### src/rtl/cap_pkg.sv
package cap_pkg;

  typedef enum logic [1:0] {
    EDGE_OFF  = 2'b00,
    EDGE_RISE = 2'b01,
    EDGE_FALL = 2'b10,
    EDGE_BOTH = 2'b11
  } edgeMode_e;

  // Decisions handed from control to datapath each cycle
  typedef struct packed {
    logic load;
    logic setCap;
    logic clrCap;
    logic setOver;
    logic clrOver;
  } capStrobe_t;

endpackage

### src/rtl/cap_edge_detect.sv
module cap_edge_detect #(
  parameter int SYNC_STAGES = 2
) (
  input  logic       clk,
  input  logic       rstN,
  input  logic       sigIn,
  input  logic [1:0] edgeSel,
  output logic       capEvent
);
  import cap_pkg::*;

  localparam int CHAIN_W = SYNC_STAGES + 1;

  logic [CHAIN_W-1:0] chain;
  logic synced, prevSynced, riseEdge, fallEdge;

  for (genvar i = 0; i < CHAIN_W; i++) begin : g_stage
    if (i == 0) begin : g_first
      always_ff @(posedge clk) begin
        if (!rstN) chain[i] <= 1'b0;
        else       chain[i] <= sigIn;
      end
    end else begin : g_next
      always_ff @(posedge clk) begin
        if (!rstN) chain[i] <= 1'b0;
        else       chain[i] <= chain[i-1];
      end
    end
  end

  assign synced     = chain[SYNC_STAGES-1];
  assign prevSynced = chain[SYNC_STAGES];
  assign riseEdge   = synced & ~prevSynced;
  assign fallEdge   = ~synced & prevSynced;

  always_comb begin
    unique case (edgeMode_e'(edgeSel))
      EDGE_RISE: capEvent = riseEdge;
      EDGE_FALL: capEvent = fallEdge;
      EDGE_BOTH: capEvent = riseEdge | fallEdge;
      default:   capEvent = 1'b0;
    endcase
  end
endmodule

### src/rtl/cap_ctrl.sv
module cap_ctrl (
  input  logic                capEvent,
  input  logic                rdCapt,
  input  logic                wrStatus,
  input  logic [1:0]          wrData,
  input  logic                capFlag,
  output cap_pkg::capStrobe_t strobe
);
  always_comb begin
    strobe.load    = capEvent;
    strobe.setCap  = capEvent;
    // a read or zero write consumes the flag unless fresh data arrives now
    strobe.clrCap  = (rdCapt | (wrStatus & ~wrData[0])) & ~capEvent;
    // data lost only if the pending value is not being delivered this cycle
    strobe.setOver = capEvent & capFlag & ~rdCapt;
    strobe.clrOver = wrStatus & ~wrData[1];
  end
endmodule

### src/rtl/cap_datapath.sv
module cap_datapath #(
  parameter int CNT_W = 16
) (
  input  logic                clk,
  input  logic                rstN,
  input  logic [CNT_W-1:0]    counterVal,
  input  cap_pkg::capStrobe_t strobe,
  output logic [CNT_W-1:0]    capReg,
  output logic                capFlag,
  output logic                overFlag
);
  always_ff @(posedge clk) begin
    if (!rstN) begin
      capReg   <= '0;
      capFlag  <= 1'b0;
      overFlag <= 1'b0;
    end else begin
      if (strobe.load) capReg <= counterVal;

      if (strobe.setCap)      capFlag <= 1'b1;
      else if (strobe.clrCap) capFlag <= 1'b0;

      if (strobe.setOver)      overFlag <= 1'b1;
      else if (strobe.clrOver) overFlag <= 1'b0;
    end
  end
endmodule

### src/rtl/cap_channel.sv
module cap_channel #(
  parameter int CNT_W       = 16,
  parameter int SYNC_STAGES = 2
) (
  input  logic             clk,
  input  logic             rstN,
  input  logic             capIn,
  input  logic [CNT_W-1:0] counterVal,
  input  logic [1:0]       edgeSel,
  input  logic             irqEn,
  input  logic             busRdCapt,
  input  logic             busWrStatus,
  input  logic [1:0]       busWrData,
  output logic [CNT_W-1:0] capValue,
  output logic             capFlag,
  output logic             overFlag,
  output logic             irq
);
  cap_pkg::capStrobe_t strobe;
  logic capEvent;

  cap_edge_detect #(.SYNC_STAGES(SYNC_STAGES)) edge_i (
    .clk(clk), .rstN(rstN), .sigIn(capIn), .edgeSel(edgeSel), .capEvent(capEvent)
  );

  cap_ctrl ctrl_i (
    .capEvent(capEvent), .rdCapt(busRdCapt), .wrStatus(busWrStatus),
    .wrData(busWrData), .capFlag(capFlag), .strobe(strobe)
  );

  cap_datapath #(.CNT_W(CNT_W)) dp_i (
    .clk(clk), .rstN(rstN), .counterVal(counterVal), .strobe(strobe),
    .capReg(capValue), .capFlag(capFlag), .overFlag(overFlag)
  );

  assign irq = capFlag & irqEn;
endmodule

### config.mk
export PLATFORM = sky130hd
export DESIGN_NAME = cap_channel
export DESIGN_NICKNAME = d
export VERILOG_FILES = /design/src/rtl/cap_pkg.sv /design/src/rtl/cap_edge_detect.sv /design/src/rtl/cap_ctrl.sv /design/src/rtl/cap_datapath.sv /design/src/rtl/cap_channel.sv
export SDC_FILE = /design/constraint.sdc
export NUM_CORES = 1
export LEC_CHECK = 0
export BUFFER_PORTS_ARGS = -buffer_cell sky130_fd_sc_hd__buf_2
export CORE_UTILIZATION = 46
export DETAILED_ROUTE_END_ITERATION = 10
export GPL_ROUTABILITY_DRIVEN = 0
export HOLD_SLACK_MARGIN = 0.03
export PLACE_DENSITY_LB_ADDON = 0.25
export SYNTH_ARGS = -nofsm -noshare
export SYNTH_HDL_FRONTEND = slang
export SYNTH_HIERARCHICAL = 1
export SYNTH_SLANG_ARGS = --single-unit
### constraint.sdc
create_clock -name clk -period 2.9 [get_ports clk]
set_input_delay 0.29 -clock clk [delete_from_list [all_inputs] [get_ports clk]]
set_output_delay 0.29 -clock clk [all_outputs]
set_load 0.005 [all_outputs]
==> reports/results.ini <==
[placed_design]
hpwl_um = 1070
portBuffers = 44
placed_cells = 145

[clock_network]
cts_resized = 0
cts_sinks = 21
cts_tree = built
clk_pin_slew_worst_paths_ps = 100
clockBufferDepth = 2
cts_root_buffer = clkbuf_4
ctsHoldBuffers = 0
clk_latency_ps = 300
cts.htree.levels = 1
cts_buffers = 3
postCtsSetupBuffers = 0

[die]
rows = 15
start_util_pct = 50.0
ios = 45
die_x_um = 45.6
die_h_um = 45.6
die_area_sq_um = 2080
fp.coreArea_sq_um = 1750

[min_path]
hold_class = in -> reg
hold_path.startpoint = capIn

[power_and_ir_drop]
vdd_drop_max_mv = 0.337
p_per_area_nw_per_um2 = 446
p_total_uw = 496
cellLeakagePower_uw = 0.000508

[critical_path]
cp.required_ps = 3100
rr_startpoint = edge_i/synced
end_kind = flop
crit_start = edge_i/synced
crit_arrival_ps = 1970
startpoint_type = flop
critPathMaxFanout = 13
crit_type = reg -> reg

[synthesis]
synth_top_area_share_pct = 48.1
synth.net_count = 108
synth-main-ff-cell = dfxtp_1
synthDistinctLibCells = 16
synth_area_leaders = dfxtp_1, mux2i_1, nor2b_1
syn-cell-area_sq_um = 873
yosysWarnings = 6
yosysTopAreaCell = dfxtp_1
synth_edf_count = 0
syn_avg_cell_area_sq_um = 10.9
synthTopCellsByCount = dfxtp_1, nor2b_1, mux2i_1
yosys_register_bits = 21
synth_seq_area_share_pct = 48.1
postSynth.asyncResetShare_pct = 0
netlist_instances = 80

[timing]
fin_skew_ps = 7.29
fin_crit_sh_pct = 61.1
setup_viol = 0
max_freq_ghz = 0.565
finalHoldViolCount = 0
max_slew_margin_pct = 69.8
worstMarginPinSlew_ps = 454
min_period_ps = 1770
setup_tns_ps = 0
maxSlewViolCount = 0
rsz0062_at_grt = false

[final_layout]
register_area_sq_um = 420
nFillCells = 163
multi_input_area_sq_um = 395
drive_gt1_share_pct = 40.3
fin_cells = 149
n_antenna_cell = 0
layout.nets = 153
area_growth_pct = 27.4

[drt]
ant_nets = 0
drc = 0
finalWirelength_um = 1430
viasPerCell = 4.42
vias = 659
firstDrtPassIters = 4
drt_iter0_markers = 2
wire_per_inst_um = 9.58

[job]
drv_cap = 0

[global_routing]
grt-ovfl-total = 0
grt_util_all_layers_pct = 14.9
grt_pass1_vias = 550
antenna_found_initial = 0
grt_pass1_wl_um = 2170
grt_max_degree = 22

[status]
status = completed

sequential cells by signal, summed over array words and instances (netlist names):
name / count
dp_i/capFlag: 1
dp_i/capReg: 16
dp_i/overFlag: 1
edge_i/chain: 1
edge_i/prevSynced: 1
edge_i/synced: 1
final cells by class:
type	count	share of cell area, %
Clock buffer	4	2.36
Inverter	3	1.01
Timing Repair Buffer	45	20.5
Sequential cell	21	37.8
Multi-Input combinational cell	51	35.5
Tap cell	25	2.81
critical path, cell delays in order (launching register included):
cell	delay (ps)
dfxtp_1	360
inv_1	50
ha_1	280
nor2b_1	110
o21ai_1	90
o21ai_2	190
buf_4	320
mux2i_1	210
nor2b_1	60
cells in the final DEF, fill, tap and decap left out:
cell / n
nand2_1: 1
buf_4: 1
nand2b_1: 1
o21ai_1: 1
buf_2: 44
clkbuf_1: 1
mux2i_1: 16
and2_1: 4
and3_1: 1
a21oi_2: 1
nor2b_1: 21
clkbuf_4: 3
dfxtp_1: 21
o21ai_2: 1
ha_1: 2
o21a_1: 2
inv_1: 3
per-layer routing:
layer / track usage, % / part of all wire, % / up-vias
li1: - / - / 345
met1: 16.9 / 43 / 287
met2: 24.3 / 49 / 25
met3: 7.14 / 7.1 / 2
met4: 5.45 / 0.84 / 0
met5: 0 / 0 / -
worst paths after layout:
kind                     endpoint  slack, ps  cells past startpoint
setup / recovery   dp_i/capReg[3]       1130                      8
hold / removal    edge_i/chain[0]        200                      2
setup reg to reg   dp_i/capReg[3]       1130                      8
hold reg to reg     edge_i/synced        440                      1
through the flow:
step	setup WS (ps)	util, %	instance area (sq um)	hold slack [ps]
after floorplan	1200	-	873	406
after global placement	1180	62.2	1090	415
after detailed placement	1120	62.2	1090	415
after CTS	1100	63.7	1110	181
after global routing	955	63.7	1110	170
final	1130	63.7	1110	197
report_power, final:
part,switching [uW],internal (uW)
sequential,4.35,298
clock,80.8,53.6
combinational,24.4,35.0
total,110,387
cell families after synthesis:
logic type                 after synthesis  synth area share, %
buffers and inverters                    8                 7.02
muxes                                   16                 18.3
and+or+nand+nor                         28                 19.8
AOI/OAI and AO/OA                        5                 3.87
DFF                                     21                 48.1
adders and majority gates                2                 2.86
(Power assumes the default switching activity.)
